File: config.mk
export PLATFORM = sky130hd
export DESIGN_NAME = fpx_status_unit
export DESIGN_NICKNAME = d
export VERILOG_FILES = /design/src/rtl/fpx_pkg.sv /design/src/rtl/fpx_exc_eval.sv /design/src/rtl/fpx_state_reg.sv /design/src/rtl/fpx_status_unit.sv
export SDC_FILE = /design/constraint.sdc
export NUM_CORES = 1
export LEC_CHECK = 0
export BUFFER_PORTS_ARGS = -buffer_cell sky130_fd_sc_hd__buf_4
export CORE_MARGIN = 1.5
export CORE_UTILIZATION = 42
export DETAILED_ROUTE_END_ITERATION = 12
export PLACE_DENSITY = 0.85
export REMOVE_ABC_BUFFERS = 1
export SETUP_SLACK_MARGIN = 0.02
export SLEW_MARGIN = 40
export SYNTH_ARGS = -nofsm -noshare
export SYNTH_HDL_FRONTEND = slang
export SYNTH_SLANG_ARGS = --single-unit
File: constraint.sdc
create_clock -name clk -period 2.83 [get_ports clk]
set_input_delay 0.849 -clock clk [delete_from_list [all_inputs] [get_ports clk]]
set_output_delay 0.849 -clock clk [all_outputs]
set_load 0.01 [all_outputs]
File: src/rtl/fpx_pkg.sv
package fpx_pkg;

    localparam int EXC_N   = 5;
    localparam int CSR_W   = 32;
    localparam int TT_W    = 3;
    localparam int QNE_BIT = 22;

    localparam int EXC_NX = 0;
    localparam int EXC_DZ = 1;
    localparam int EXC_UF = 2;
    localparam int EXC_OF = 3;
    localparam int EXC_NV = 4;

    localparam logic [TT_W-1:0] TT_NONE = 3'd0;
    localparam logic [TT_W-1:0] TT_IEEE = 3'd1;

    typedef logic [EXC_N-1:0] exc_vec_t;

    typedef enum logic [1:0] {
        RM_NEAREST = 2'd0,
        RM_ZERO    = 2'd1,
        RM_POS     = 2'd2,
        RM_NEG     = 2'd3
    } rmode_e;

    typedef enum logic [1:0] {
        CC_EQ = 2'd0,
        CC_LT = 2'd1,
        CC_GT = 2'd2,
        CC_UN = 2'd3
    } fcc_e;

    // Field order, MSB first, matches the software word bits [21:0].
    typedef struct packed {
        logic [TT_W-1:0] tt;
        fcc_e            fcc;
        exc_vec_t        aexc;
        exc_vec_t        cexc;
        exc_vec_t        tem;
        rmode_e          rm;
    } fpx_state_t;

    localparam int STATE_W = $bits(fpx_state_t);
    localparam int PAD_W   = CSR_W - STATE_W - 1;

    // Field offsets inside the software word.
    localparam int RM_LSB   = 0;
    localparam int TEM_LSB  = 2;
    localparam int CEXC_LSB = TEM_LSB + EXC_N;
    localparam int AEXC_LSB = CEXC_LSB + EXC_N;
    localparam int FCC_LSB  = AEXC_LSB + EXC_N;
    localparam int TT_LSB   = FCC_LSB + 2;

    function automatic logic [CSR_W-1:0] fpx_pack(fpx_state_t s, logic qne);
        return {{PAD_W{1'b0}}, qne, s};
    endfunction

    function automatic fpx_state_t fpx_unpack(logic [CSR_W-1:0] w);
        return fpx_state_t'(w[STATE_W-1:0]);
    endfunction

endpackage

File: src/rtl/fpx_exc_eval.sv
module fpx_exc_eval #(
    parameter int N = fpx_pkg::EXC_N
) (
    input  logic [N-1:0] flags,
    input  logic [N-1:0] mask,
    input  logic [N-1:0] aexc_cur,
    output logic         trap_hit,
    output logic [N-1:0] aexc_next
);
    logic [N-1:0] enabled_hit;

    genvar g;
    generate
        for (g = 0; g < N; g++) begin : g_cls
            assign enabled_hit[g] = flags[g] & mask[g];
        end
    endgenerate

    always_comb begin
        trap_hit  = |enabled_hit;
        aexc_next = trap_hit ? aexc_cur : (aexc_cur | flags);
    end
endmodule

File: src/rtl/fpx_state_reg.sv
module fpx_state_reg
    import fpx_pkg::*;
(
    input  logic       clk,
    input  logic       rst,
    input  logic       wr_en,
    input  fpx_state_t wr_val,
    input  logic       op_valid,
    input  exc_vec_t   op_flags,
    input  exc_vec_t   aexc_next,
    input  logic       trap_hit,
    input  logic       cmp_valid,
    input  fcc_e       cmp_code,
    output fpx_state_t state,
    output logic       trap_pulse
);
    always_ff @(posedge clk) begin
        if (rst) begin
            state      <= '0;
            trap_pulse <= 1'b0;
        end else begin
            trap_pulse <= 1'b0;
            if (wr_en) begin
                state <= wr_val;
            end else begin
                if (op_valid) begin
                    state.cexc <= op_flags;
                    state.aexc <= aexc_next;
                    if (trap_hit) begin
                        trap_pulse <= 1'b1;
                        state.tt   <= TT_IEEE;
                    end
                end
                if (cmp_valid) begin
                    state.fcc <= cmp_code;
                end
            end
        end
    end
endmodule

File: src/rtl/fpx_status_unit.sv
module fpx_status_unit
    import fpx_pkg::*;
(
    input  logic              clk,
    input  logic              rst,
    input  logic              csr_wr_en,
    input  logic [CSR_W-1:0]  csr_wr_data,
    output logic [CSR_W-1:0]  csr_rd_data,
    input  logic              op_valid,
    input  logic [EXC_N-1:0]  op_flags,
    input  logic              cmp_valid,
    input  logic [1:0]        cmp_cc,
    input  logic              queue_busy,
    output logic [1:0]        round_mode,
    output logic              trap_req
);
    fpx_state_t st;
    fpx_state_t wr_val;
    exc_vec_t   aexc_next;
    logic       trap_hit;

    assign wr_val = fpx_unpack(csr_wr_data);

    fpx_exc_eval #(.N(EXC_N)) u_eval (
        .flags     (op_flags),
        .mask      (st.tem),
        .aexc_cur  (st.aexc),
        .trap_hit  (trap_hit),
        .aexc_next (aexc_next)
    );

    fpx_state_reg u_state (
        .clk        (clk),
        .rst        (rst),
        .wr_en      (csr_wr_en),
        .wr_val     (wr_val),
        .op_valid   (op_valid),
        .op_flags   (op_flags),
        .aexc_next  (aexc_next),
        .trap_hit   (trap_hit),
        .cmp_valid  (cmp_valid),
        .cmp_code   (fcc_e'(cmp_cc)),
        .state      (st),
        .trap_pulse (trap_req)
    );

    assign csr_rd_data = fpx_pack(st, queue_busy);
    assign round_mode  = st.rm;
endmodule

==> key figures <==
Synthesis
  • Synth Register Bits: 23
  • Number of library cell types mapped by synthesis: 19
  • Xor/xnor share of the synthesized area: 0%
  • Post-synthesis simple-gate area fraction: a little under an eighth
  • Sequential share of the synthesized area: 42.5%
  • Synthesized area: ~1100 µm²
  • Mux cell area share after synthesis: 19.3%
  • Largest family of logic cells by synthesized area: multiplexers
  • Warning count from the yosys run: 0
  • Compound-cell area share of the yosys netlist: 14.0%
  • Syn Area/Cell: 9.03 µm²
  • Cell count after synthesis: 120
  • Adder-Cell Fraction of Synth Area: 0%

Floorplanning
  • Core ar.: 2450 µm²
  • Starting Density: 44.1%
  • Die Wd: about 54 µm
  • Area of the die: 2890 µm²
  • Die Y-Extent: 53.8 µm
  • I/O Pins: 80
  • Num rows: 18

Clock network
  • Deepest clock path buffer count: 2
  • Num CTS Buffers: 3
  • Worst skew pair latency: around 0.3 ns
  • CTS Sinks: 23
  • Post-CTS setup buffers: 0
  • Post-CTS resize count: 0
  • CTS H-Tree Depth: 1
  • Clock-pin slew on the worst setup and hold paths: approximately 0.12 ns
  • CTS root buf: clkbuf_4
  • TritonCTS clock tree: built
  • Hold buffers post-CTS: 0

Worst setup path
  • CP Launch Point: queue_busy
  • WP data required: around 2.0 ns
  • Reg2reg end: u_state.state[13]
  • Endpoint class of the critical path: primary output
  • Crit path to: csr_rd_data[22]
  • Crit Path Max Fanout: 1
  • Critical path depth: 0
  • Worst Reg-to-Reg Cells: 3
  • WP data arrival: 0.85 ns
  • Launching element type of the critical path: input pin
  • R2R setup slack: 1.47 ns
  • Reg2reg start: u_state.state[6]
  • CP Class: in2out

Global routing
  • First-pass GRT wire length: about 3800 µm
  • Initial antenna violation count: 0
  • Maximum number of pins on one net before global-route repair: 27
  • Vias in the first global route: 933
  • GRT Total Usage: 18.0%
  • Grt total ovfl: 0

Route
  • Max Used Layer: met4
  • Drt pass-1 iters: 4
  • Avg WL per Cell: 12.9 µm
  • Met1 wire length: 1040 µm
  • DR DRC count: 0
  • Detail Route Antenna Nets: 0
  • Total Wirelength: 2590 µm
  • Via count: 1024
  • Met2 wire len: between 1000 and 1500 µm
  • Vias/cell: 5.09
  • Iter 0 DRT Violations: 11
  • Met3 wire len: 238 µm

Run
  • Max_cap viols: 0

Timing
  • Fin. Hold Viols: 0
  • Max Fclk: between 500 and 600 MHz
  • Final WS setup: between 1 and 1.5 ns
  • Max-slew violation count: 0
  • Slew of the pin with the lowest slew margin: 0.512 ns
  • RSZ-0062 raised after global routing: no
  • Clk_skew: roughly 0.0050 ns
  • Setup-failing EPs final: 0
  • Final worst path period share: 60.0%
  • Rel. slew slack: 65.9%
  • Min Tclk post-route: roughly 1.7 ns
  • Setup_tns: 0 ns
  • WHS: approximately 0.52 ns

Pwr
  • Net switching power: 0.180 mW
  • Seq pwr share: 53.8%
  • Sw Share: 26.9%
  • Maximum VDD drop: slightly above 300 µV
  • P_leak: 0.726 nW
  • Clock Power Share: 22.2%
  • Combinational share of power: 24.0%
  • P_int: 0.489 mW
  • Power Dens Cells: roughly 450 nW/µm²

Final layout
  • Ant diodes: 0
  • Area occupied by multi-input gates: 520 µm²
  • Area delta synth->final: 37.3%
  • Most frequent cells in the layout: buf_4, dfxtp_1, nand2_1
  • Fillers: 210
  • Layout net count: 217
  • Commonest non-fill, non-tap cell in the layout: buf_4
  • FF+latch area: between 400 and 500 µm²
  • Final cell count without fillers: 201
  • Layout cells sized above 1: between 40% and 50%

Place
  • DP Wirelength: 1970 µm
  • Pre-CTS setup slack: 0.847 ns
  • Final GP Congestion: 0.657
  • Dpl cells: 197
  • # port buffers: 58

Hold path
  • Worst hold path type: reg2reg

Run status
  • Status: completed
final cells by class:
| cell class | count | share of cell area, % |
|---|---|---|
| multi-input cells | 84 | 35.0 |
| flip-flops and latches | 23 | 31.0 |
| repair buffers | 58 | 29.3 |
| well taps | 30 | 2.52 |
| clock buffers | 4 | 1.77 |
| inverters | 2 | 0.505 |
power groups by stage:
stage               Clock [mW]  Sequential, mW  Combinational [mW]
CTS                      0.156           0.361               0.162
finish                   0.149           0.361               0.160
global route             0.173           0.363               0.174
floorplan                    0           0.378              0.0540
detailed placement           0           0.368               0.162
global placement             0           0.366               0.157
synth_stat cells:
master    instances  area share (%)
a21oi_1          12             5.5
nand4_1           3             1.7
dfxtp_1          23              42
a22oi_1           2             1.4
nor3b_1           2             1.4
o22ai_1           5             2.9
mux2_2            7             7.3
a211o_2           1            0.92
o21ai_0           5             2.3
conb_1            1            0.35
inv_1             2            0.69
nor2_1            8             2.8
a222oi_1          1            0.92
nor2b_1           1            0.58
buf_4            13             9.0
mux2i_1          13              12
clkbuf_1          2            0.69
buf_2             4             1.8
nand2_1          15             5.2
cell families after synthesis:
kind of cell	count (synthesis)
mux	20
simple gates	29
buf+inv	21
flops	23
other cells	1
compound gates	26
worst min path at each step:
stage | to | start | cells after the start | slack (ns)
after floorplan | u_state.state[20] | u_state.state[20] | 2 | 0.51
after global placement | u_state.state[21] | u_state.state[21] | 2 | 0.49
after detailed placement | u_state.state[21] | u_state.state[21] | 2 | 0.50
after CTS | u_state.state[21] | u_state.state[21] | 2 | 0.52
after global routing | u_state.state[21] | u_state.state[21] | 2 | 0.56
final | u_state.state[21] | u_state.state[21] | 2 | 0.52
flip-flops by register name, indices dropped and copies added, names as in the netlist:
name                flops
u_state.trap_pulse      1
u_state.state          22
through the flow:
step	util (%)	power (mW)	area, µm²
CTS	60.6	0.679	1490
finish	60.6	0.670	1490
global placement	59.5	0.523	1460
detailed placement	59.5	0.529	1460
floorplan	-	0.432	988
global route	60.6	0.711	1490
routing by layer:
layer	track usage, %	vias to the layer above
met5	0	-
met4	7.69	0
met3	5.28	5
met2	30.7	49
met1	20.9	471
li1	-	499
Power figures use the tool's default switching activity.
